[src/rtl/sdr_pkg.sv]
package sdr_pkg;

  // {cs_n, ras_n, cas_n, we_n}
  typedef enum logic [3:0] {
    CMD_MRS = 4'b0000,
    CMD_REF = 4'b0001,
    CMD_PRE = 4'b0010,
    CMD_ACT = 4'b0011,
    CMD_WR  = 4'b0100,
    CMD_RD  = 4'b0101,
    CMD_NOP = 4'b0111
  } sdr_cmd_e;

  typedef enum logic [2:0] {
    ST_WAIT, ST_IPRE, ST_IREF1, ST_IREF2, ST_IMRS, ST_IDLE, ST_RW, ST_PRE
  } sdr_state_e;

  function automatic int unsigned ns_to_clk(int unsigned t_ns, int unsigned clk_ns);
    return (t_ns + clk_ns - 1) / clk_ns;
  endfunction

  function automatic int unsigned max_u(int unsigned a, int unsigned b);
    return (a > b) ? a : b;
  endfunction

endpackage

[src/rtl/sdr_refresh_tick.sv]
module sdr_refresh_tick #(
  parameter int unsigned REFI_C = 1560
) (
  input  logic clk,
  input  logic rst_n,
  input  logic served,
  output logic owed
);
  localparam int unsigned CW = $clog2(REFI_C + 1);
  logic [CW-1:0] cnt;

  always_ff @(posedge clk) begin
    if (!rst_n) begin
      cnt  <= '0;
      owed <= 1'b0;
    end else begin
      if (served) owed <= 1'b0;
      if (cnt == CW'(REFI_C - 1)) begin
        cnt  <= '0;
        owed <= 1'b1;
      end else begin
        cnt <= cnt + 1'b1;
      end
    end
  end
endmodule

[src/rtl/sdr_rd_capture.sv]
module sdr_rd_capture #(
  parameter int unsigned CL = 2,
  parameter int unsigned DW = 16
) (
  input  logic          clk,
  input  logic          rst_n,
  input  logic          issue,
  input  logic [DW-1:0] dq_in,
  output logic          valid,
  output logic [DW-1:0] data
);
  logic [CL:0] pipe;

  always_ff @(posedge clk) begin
    if (!rst_n) begin
      pipe  <= '0;
      valid <= 1'b0;
      data  <= '0;
    end else begin
      pipe  <= {pipe[CL-1:0], issue};
      valid <= pipe[CL];
      if (pipe[CL]) data <= dq_in;
    end
  end
endmodule

[src/rtl/sdr_ctrl.sv]
module sdr_ctrl
  import sdr_pkg::*;
#(
  parameter int unsigned CLK_NS    = 10,
  parameter int unsigned T_INIT_NS = 100000,
  parameter int unsigned T_REFI_NS = 15600,
  parameter int unsigned T_RCD_NS  = 15,
  parameter int unsigned T_RP_NS   = 15,
  parameter int unsigned T_RAS_NS  = 35,
  parameter int unsigned T_RC_NS   = 50,
  parameter int unsigned T_DPL_CLK = 2,
  parameter int unsigned T_MRD_CLK = 2,
  parameter int unsigned CL        = 2,
  parameter int unsigned ROW_W     = 11,
  parameter int unsigned COL_W     = 8,
  parameter int unsigned DW        = 16
) (
  input  logic                       clk,
  input  logic                       rst_n,
  input  logic                       req_valid,
  output logic                       req_ready,
  input  logic                       req_we,
  input  logic [ROW_W+COL_W:0]       req_addr,
  input  logic [DW-1:0]              req_wdata,
  input  logic [DW/8-1:0]            req_be,
  output logic                       rd_valid,
  output logic [DW-1:0]              rd_data,
  output logic                       sd_cke,
  output logic                       sd_cs_n,
  output logic                       sd_ras_n,
  output logic                       sd_cas_n,
  output logic                       sd_we_n,
  output logic                       sd_ba,
  output logic [ROW_W-1:0]           sd_addr,
  output logic [DW/8-1:0]            sd_dqm,
  output logic [DW-1:0]              sd_dq_out,
  output logic                       sd_dq_oe,
  input  logic [DW-1:0]              sd_dq_in
);
  localparam int unsigned AW       = ROW_W + COL_W + 1;
  localparam int unsigned INIT_C   = ns_to_clk(T_INIT_NS, CLK_NS);
  localparam int unsigned REFI_C   = ns_to_clk(T_REFI_NS, CLK_NS);
  localparam int unsigned RCD_C    = ns_to_clk(T_RCD_NS, CLK_NS);
  localparam int unsigned RP_C     = ns_to_clk(T_RP_NS, CLK_NS);
  localparam int unsigned RAS_C    = ns_to_clk(T_RAS_NS, CLK_NS);
  localparam int unsigned RC_C     = ns_to_clk(T_RC_NS, CLK_NS);
  localparam int unsigned RAS_REST = max_u(RAS_C, RCD_C + 1) - RCD_C;
  localparam int unsigned WR_PRE_C = max_u(T_DPL_CLK, RAS_REST);
  localparam int unsigned RD_PRE_C = max_u(1, RAS_REST);
  localparam int unsigned PRE_GAP  = max_u(RP_C, max_u(RC_C, RAS_C + RP_C) - RAS_C);
  localparam int unsigned CNT_W    = $clog2(INIT_C + 2);
  localparam logic [ROW_W-1:0] MODE_WORD = ROW_W'(CL << 4);

  sdr_state_e         state, ret_q, ret_n;
  logic [CNT_W-1:0]   cnt;
  sdr_cmd_e           cmd_q, cmd_n;
  logic [ROW_W-1:0]   addr_n;
  logic               ba_n, wr_n, go, take, ref_owed, ref_go;
  int unsigned        gap;
  logic               op_we, op_bank;
  logic [COL_W-1:0]   op_col;
  logic [DW-1:0]      op_wdata;
  logic [DW/8-1:0]    op_be;

  assign req_ready = (state == ST_IDLE) && !ref_owed;
  assign take      = req_ready && req_valid;
  assign ref_go    = (state == ST_IDLE) && ref_owed;
  assign {sd_cs_n, sd_ras_n, sd_cas_n, sd_we_n} = cmd_q;

  always_comb begin
    cmd_n  = CMD_NOP;
    addr_n = '0;
    ba_n   = 1'b0;
    wr_n   = 1'b0;
    go     = 1'b0;
    gap    = 0;
    ret_n  = ST_IDLE;
    unique case (state)
      ST_IPRE:  begin cmd_n = CMD_PRE; addr_n[10] = 1'b1; go = 1'b1; gap = RP_C; ret_n = ST_IREF1; end
      ST_IREF1: begin cmd_n = CMD_REF; go = 1'b1; gap = RC_C; ret_n = ST_IREF2; end
      ST_IREF2: begin cmd_n = CMD_REF; go = 1'b1; gap = RC_C; ret_n = ST_IMRS; end
      ST_IMRS:  begin cmd_n = CMD_MRS; addr_n = MODE_WORD; go = 1'b1; gap = T_MRD_CLK; ret_n = ST_IDLE; end
      ST_IDLE: begin
        if (ref_go) begin
          cmd_n = CMD_REF; go = 1'b1; gap = RC_C; ret_n = ST_IDLE;
        end else if (take) begin
          cmd_n  = CMD_ACT;
          ba_n   = req_addr[AW-1];
          addr_n = req_addr[AW-2:COL_W];
          go = 1'b1; gap = RCD_C; ret_n = ST_RW;
        end
      end
      ST_RW: begin
        cmd_n  = op_we ? CMD_WR : CMD_RD;
        ba_n   = op_bank;
        addr_n = ROW_W'(op_col);
        wr_n   = op_we;
        go = 1'b1; gap = op_we ? WR_PRE_C : RD_PRE_C; ret_n = ST_PRE;
      end
      ST_PRE: begin cmd_n = CMD_PRE; ba_n = op_bank; go = 1'b1; gap = PRE_GAP; ret_n = ST_IDLE; end
      default: ;
    endcase
  end

  always_ff @(posedge clk) begin
    if (!rst_n) begin
      state     <= ST_WAIT;
      ret_q     <= ST_IPRE;
      cnt       <= CNT_W'(INIT_C + 1);
      cmd_q     <= CMD_NOP;
      sd_cke    <= 1'b0;
      sd_ba     <= 1'b0;
      sd_addr   <= '0;
      sd_dqm    <= '1;
      sd_dq_out <= '0;
      sd_dq_oe  <= 1'b0;
      op_we     <= 1'b0;
      op_bank   <= 1'b0;
      op_col    <= '0;
      op_wdata  <= '0;
      op_be     <= '0;
    end else begin
      sd_cke    <= 1'b1;
      cmd_q     <= cmd_n;
      sd_ba     <= ba_n;
      sd_addr   <= addr_n;
      sd_dq_oe  <= wr_n;
      sd_dq_out <= op_wdata;
      sd_dqm    <= wr_n ? ~op_be : '0;
      if (take && !ref_go) begin
        op_we    <= req_we;
        op_bank  <= req_addr[AW-1];
        op_col   <= req_addr[COL_W-1:0];
        op_wdata <= req_wdata;
        op_be    <= req_be;
      end
      if (go) begin
        if (gap <= 1) begin
          state <= ret_n;
        end else begin
          state <= ST_WAIT;
          ret_q <= ret_n;
          cnt   <= CNT_W'(gap - 1);
        end
      end else if (state == ST_WAIT) begin
        if (cnt <= 1) state <= ret_q;
        else          cnt   <= cnt - 1'b1;
      end
    end
  end

  sdr_refresh_tick #(.REFI_C(REFI_C)) refresh_i (
    .clk(clk), .rst_n(rst_n), .served(ref_go), .owed(ref_owed)
  );

  sdr_rd_capture #(.CL(CL), .DW(DW)) capture_i (
    .clk(clk), .rst_n(rst_n),
    .issue((state == ST_RW) && !op_we),
    .dq_in(sd_dq_in), .valid(rd_valid), .data(rd_data)
  );

endmodule

[config.mk]
export PLATFORM = sky130hd
export DESIGN_NAME = sdr_ctrl
export DESIGN_NICKNAME = d
export VERILOG_FILES = /design/src/rtl/sdr_pkg.sv /design/src/rtl/sdr_refresh_tick.sv /design/src/rtl/sdr_rd_capture.sv /design/src/rtl/sdr_ctrl.sv
export SDC_FILE = /design/constraint.sdc
export NUM_CORES = 1
export LEC_CHECK = 0
export BUFFER_PORTS_ARGS = -buffer_cell sky130_fd_sc_hd__buf_2
export CELL_PAD_IN_SITES_DETAIL_PLACEMENT = 0
export CELL_PAD_IN_SITES_GLOBAL_PLACEMENT = 1
export CORE_MARGIN = 2
export CORE_UTILIZATION = 39
export CTS_CLUSTER_SIZE = 20
export DETAILED_ROUTE_END_ITERATION = 10
export HOLD_SLACK_MARGIN = 0.03
export PLACE_DENSITY = 0.84
export SLEW_MARGIN = 20
export SYNTH_ARGS = -nofsm -noshare
export SYNTH_HDL_FRONTEND = slang
export SYNTH_SLANG_ARGS = --single-unit
[constraint.sdc]
create_clock -name clk -period 3 [get_ports clk]
set_input_delay 0.15 -clock clk [delete_from_list [all_inputs] [get_ports clk]]
set_output_delay 0.15 -clock clk [all_outputs]
set_load 0.03 [all_outputs]
==> results of run 1 <==
cells by family after synthesis:
kind of cell	synth area share, %
AOI/OAI and AO/OA	15.13
xor gates and xnor gates	2.145
adders and majority gates	1.671
buffers and inverters	3.872
DFF	51.25
muxes	3.565
other	0.08349
and+or+nand+nor	22.28
metrics by stage:
step           area, µm²  utilization, %  hold slack (ns)  cells
6_report            6252           55.23          0.05501    811
5_1_grt             6252           55.23          0.04730    811
4_1_cts             6252           55.23          0.03922    811
3_5_place_dp        5126           45.28           0.3836    724
3_3_place_gp        5126           45.28           0.3849    724
2_1_floorplan       4492               -           0.1777    497
routing by layer:
| metal | share of wire (%) | track usage (%) | wire length [µm] | up-vias |
|---|---|---|---|---|
| met1 | 45 | 23.24 | 5194 | 1871 |
| li1 | - | - | - | 2047 |
| met5 | 0 | 0 | 0 | - |
| met3 | 5.7 | 5.686 | 654 | 28 |
| met2 | 47 | 31.75 | 5392 | 142 |
| met4 | 2.7 | 8.971 | 309 | 0 |
registers in the layout, summed over array words and instances (netlist names):
name / flops
sd_cke: 1
ret_q: 3
cnt: 14
capture_i.valid: 1
cmd_q: 3
sd_dq_oe: 1
refresh_i.owed: 1
state: 3
sd_dq_out: 16
sd_dqm: 2
capture_i.data: 16
op_wdata: 16
op_col: 8
op_we: 1
op_bank: 1
sd_ba: 1
refresh_i.cnt: 11
op_be: 2
sd_addr: 11
capture_i.pipe: 3
worst reg2reg max path: cells and delay by family, from the launching register on:
kind / cells / cell delay [ns]
buf+inv: 1 / 0.08
simple gates: 1 / 0.38
fa+ha+maj: 1 / 0.27
flops: 1 / 0.62
compound gates: 3 / 0.91
cell type report:
cell class	count	area (µm²)
fill	982	5069
sequential	115	2302
tap	143	178.9
clock buffer	17	425.4
timing repair buffer	171	1146
clock inverter	15	150.1
multi-input combinational	341	2016
inverter	9	33.78
worst min-delay path by stage:
stage / startpoint / endpoint / slack (ns) / cells past startpoint
2_1_floorplan: rst_n / sd_cke / 0.18 / 0
3_3_place_gp: req_addr[16] / sd_addr[8] / 0.38 / 2
3_5_place_dp: req_addr[13] / sd_addr[5] / 0.38 / 3
4_1_cts: rst_n / sd_dq_out[4] / 0.04 / 2
5_1_grt: rst_n / sd_dq_out[4] / 0.05 / 2
6_report: rst_n / sd_dq_out[4] / 0.06 / 2
repair_timing:
action                     in CTS  in global routing
setup endpoints to repair       0                  0
hold endpoints to repair       56                  0
hold buffers                   55                  0
cell usage in the layout (no fill, tap or decap), types with 6 or more instances in the layout:
cell type,instances
o211ai_1,8
xnor2_1,7
buf_2,110
nor2_1,46
ha_1,6
nor4_1,7
nor3_1,10
a21oi_1,43
inv_1,8
dlygate4sd3_1,55
mux2i_1,16
clkbuf_16,17
dfxtp_1,115
and2_1,20
or4_1,9
buf_4,6
a22oi_1,8
nand2_1,76
o21ai_0,8
where the power goes:
part           switching [µW]  leakage [µW]  internal, µW
Sequential               18.1      0.000929          1540
Combinational            79.2       0.00132           102
Clock                     768      0.000275          1160
Total                     866       0.00253          2810
==> impl_metrics.tcl, run 1 <==
set metrics [dict create \
    status "completed" \
    worstSetupStartpoint "state[0]" \
    irDropWorstVdd_mv 0.3760 \
    crit_path_max_fanout 16 \
    nets 719 \
    r2r_slack_ns 0.62 \
    drive_above_1_share_pct 23.50 \
    timing.slew.headroom_pct 41.15 \
    skew_ns 0.006615 \
    crit_path_end_kind "register" \
    finalPower_uw 3673 \
    path_class "register to register" \
    period_needed_ns 2.377 \
    timing.final.ws_setup_ns 0.6235 \
    post_drt_wl_per_cell_um 14.24 \
    viasPerCell 5.041 \
    synth_top_cells_by_area "dfxtp_1 51%, nand2_1 6.4%, a21oi_1 4.8%" \
    fmax_ghz 0.4208 \
    yosysTopAreaCellShare_pct 51.25 \
    n_antenna_cell 0 \
    clk_transition_reported_paths_ns 0.06 \
    hold_path.class "input port to register" \
    grt_max_degree 60 \
    cts.htree.levels 4 \
    powerDensity_mw_per_mm2 587.5 \
    cts_setup_buffers 0 \
    root_buffer "clkbuf_16" \
    antenna_left 0 \
    tns_ns 0 \
    reg2reg_from "state[0]" \
    drc_errors 0 \
    async_reset_ff_share_pct 0 \
    path_cells "nor2b_1 -> a31oi_1 -> ha_1 -> inv_1 -> o311ai_2 -> a311o_1" \
    grt_overflow 0 \
    grt.total_usage_pct 19.27 \
    cts-buffers-inserted 17 \
    synth_area_mm2 0.004492 \
    insertion_delay_ns 0.41 \
    synth_edf_count 0 \
    die_h_um 111.3 \
    clk_path_buf_depth 2 \
    critPathCapture "cnt[9]" \
    synth_cell_types 59 \
    cts_tree "yes" \
    ys_seq_elements 115 \
    antenna_found_initial 0 \
    synth.most_common_cell "dfxtp_1" \
    syn2layout_area_growth_pct 39.19 \
    ctsResizeCount 0 \
    io_pins 112 \
    synthFlopType "dfxtp_1" \
    clock_sinks 115 \
    critPathMaxStageDelay_ns 0.62 \
    core_region_area_mm2 0.01132 \
    worstMarginPinSlew_ns 0.8816 \
    hpwl_mm 7.175 \
    slew_violations 0 \
    portBuffers 110 \
    place.gp.congestion 0.8723 \
    drtPass1Iterations 4 \
    wirelength_mm 11.55 \
    rr_worst_depth 6 \
    syn_inst 497 \
    start_kind "register" \
    grt_pass1_wl_mm 19.63 \
    dr_total_vias 4088 \
    die_width_um 111.3 \
    final-setup-viol-count 0 \
    grt_pass1_vias 4169 \
    drt_iter0_markers 189 \
    die-area_mm2 0.01239 \
    hold_viol 0 \
    grt_setup_unrepaired "no" \
    yosysWarnings 0 \
    cp.required_ns 3.29 \
    synth_commonest_cells "115 x dfxtp_1, 76 x nand2_1, 46 x nor2_1" \
    max_cap_viol_count 0 \
    ys_seq_area_share_pct 51.25 \
    p_leak_uw 0.002526 \
    avgSynthCellArea_um2 9.038 \
    cp.arrival_ns 2.67 \
    fin_crit_sh_pct 79.22 \
    crit_cells 6 \
    path_buf_inv 1 \
    crit_slowest_cell "dfxtp_1" \
    crit_family "compound AO/OA/AOI/OAI gates" \
    start_util_pct 39.68 \
    place_ws_ns 0.6896 \
    synth_nets 561 \
    rr_endpoint "cnt[9]" \
    num_rows 39 \
    yosysTopAreaCell "dfxtp_1" \
]
(Power assumes the default switching activity.)
==> run 2, diff against run 1 <==
clock period = 2.3 ns   (was 3 ns; I/O delays follow)
==> impl_metrics.tcl, run 2 (synthesized netlist as in run 1, its figures left out) <==
set metrics [dict create \
    status "completed" \
    clk_transition_reported_paths_ns 0.06 \
    start_kind "register" \
    switching_share_pct 21.72 \
    post_dp_cell_area_mm2 0.005234 \
    worstMarginPinSlew_ns 0.9028 \
    final_common_cell "dfxtp_1" \
    skew_ns 0.008973 \
    grt_overflow 0 \
    p_int_uw 3861 \
    final-setup-viol-count 0 \
    irDropWorstVdd_mv 0.6050 \
    post_drt_wl_per_cell_um 13.84 \
    cp.arrival_ns 2.41 \
    viasPerCell 5.100 \
    grt_pass1_vias 4112 \
    grt_max_degree 50 \
    io_pins 112 \
    drt_iter0_markers 202 \
    antenna_found_initial 0 \
    die-area_mm2 0.01239 \
    fin_crit_sh_pct 91.87 \
    fmax_ghz 0.4732 \
    place.gp.congestion 0.8505 \
    drive_above_1_share_pct 24.74 \
    tns_ns 0 \
    root_buffer "clkbuf_16" \
    place_ws_ns 0.2078 \
    syn2layout_area_growth_pct 42.31 \
    crit_path_end_kind "register" \
    pwr-share-seq_pct 41.3 \
    clock_sinks 115 \
    grt_setup_unrepaired "no" \
    antenna_left 0 \
    grt_pass1_wl_mm 18.93 \
    start_util_pct 39.68 \
    die_h_um 111.3 \
    slew_violations 0 \
    path_class "register to register" \
    clk_path_buf_depth 2 \
    final_area_mm2 0.006392 \
    crit_path_max_fanout 12 \
    layout_common_cells "115 x dfxtp_1, 110 x buf_2, 76 x nand2_1, 55 x dlygate4sd3_1, 46 x nor2_1" \
    cts_tree "yes" \
    hpwl_mm 7.342 \
    period_needed_ns 2.113 \
    combPwrFrac_pct 4.9 \
    n_antenna_cell 0 \
    hold_viol 0 \
    core_region_area_mm2 0.01132 \
    wirelength_mm 11.37 \
    insertion_delay_ns 0.41 \
    power.switching_uw 1071 \
    pwr-share-clk_pct 53.8 \
    grt.total_usage_pct 18.61 \
    cts-buffers-inserted 17 \
    timing.final.ws_setup_ns 0.1869 \
    timing.slew.headroom_pct 39.73 \
    powerDensity_mw_per_mm2 771.5 \
    p_leak_uw 0.002600 \
    cts.htree.levels 4 \
    die_width_um 111.3 \
    drtPass1Iterations 5 \
    num_rows 39 \
    reg.largest.list "capture_i.data (16), op_wdata (16), sd_dq_out (16)" \
    ctsResizeCount 0 \
    dr_total_vias 4192 \
    drc_errors 0 \
    portBuffers 110 \
    cp.required_ns 2.60 \
    hold_path.class "input port to register" \
    max_cap_viol_count 0 \
    nets 730 \
]
run 2: worst paths after layout:
kind	slack (ns)	to	cells after the start	start
worst max-delay path	0.19	cnt[9]	7	state[1]
worst min-delay path	0.17	sd_cke	2	rst_n
worst max register to register	0.19	cnt[9]	7	state[1]
worst min register to register	0.43	capture_i.pipe[2]	1	capture_i.pipe[1]
run 2: what timing repair did:
item                      in CTS  in global routing
hold buffers                  55                  0
buffers inserted               0                  0
hold endpoints to repair      56                  0
run 2: metrics by stage:
step	total power, µW	hold slack [ns]	util, %	std cells
after floorplan	2164	0.1427	-	497
after global placement	2242	0.3477	46.23	735
after detailed placement	2245	0.3413	46.23	735
after CTS	4980	0.1577	56.47	822
after global routing	5098	0.1780	56.47	822
final	4932	0.1654	56.47	822
run 2: cell type report:
class	count	area, µm²
clock buffer	17	425.4
clock inverter	15	182.7
fill	960	4928
inverter	9	33.78
multi-input combinational	341	2016
sequential	115	2302
tap	143	178.9
timing repair buffer	182	1254
run 2: routing by layer:
| layer | part of all wire [%] | vias to the layer above | track usage, % |
|---|---|---|---|
| met5 | 0 | - | 0 |
| li1 | - | 2072 | - |
| met2 | 50 | 154 | 31.59 |
| met3 | 6.4 | 21 | 5.303 |
| met4 | 2.0 | 0 | 8.889 |
| met1 | 42 | 1945 | 21.69 |
run 2: power groups by stage:
stage	Clock, µW	Combinational (µW)	Sequential (µW)
floorplan	0	88.9	2080
detailed placement	0	167	2080
CTS	2710	239	2040
global route	2800	263	2040
global placement	0	165	2080
finish	2650	241	2040
run 2: worst max-delay path, cell delays in order (launching register included):
cell	delay [ns]
dfxtp_1	0.51
nand3b_1	0.25
inv_1	0.08
o21a_1	0.22
ha_1	0.20
inv_1	0.08
o311ai_2	0.24
a311o_1	0.42
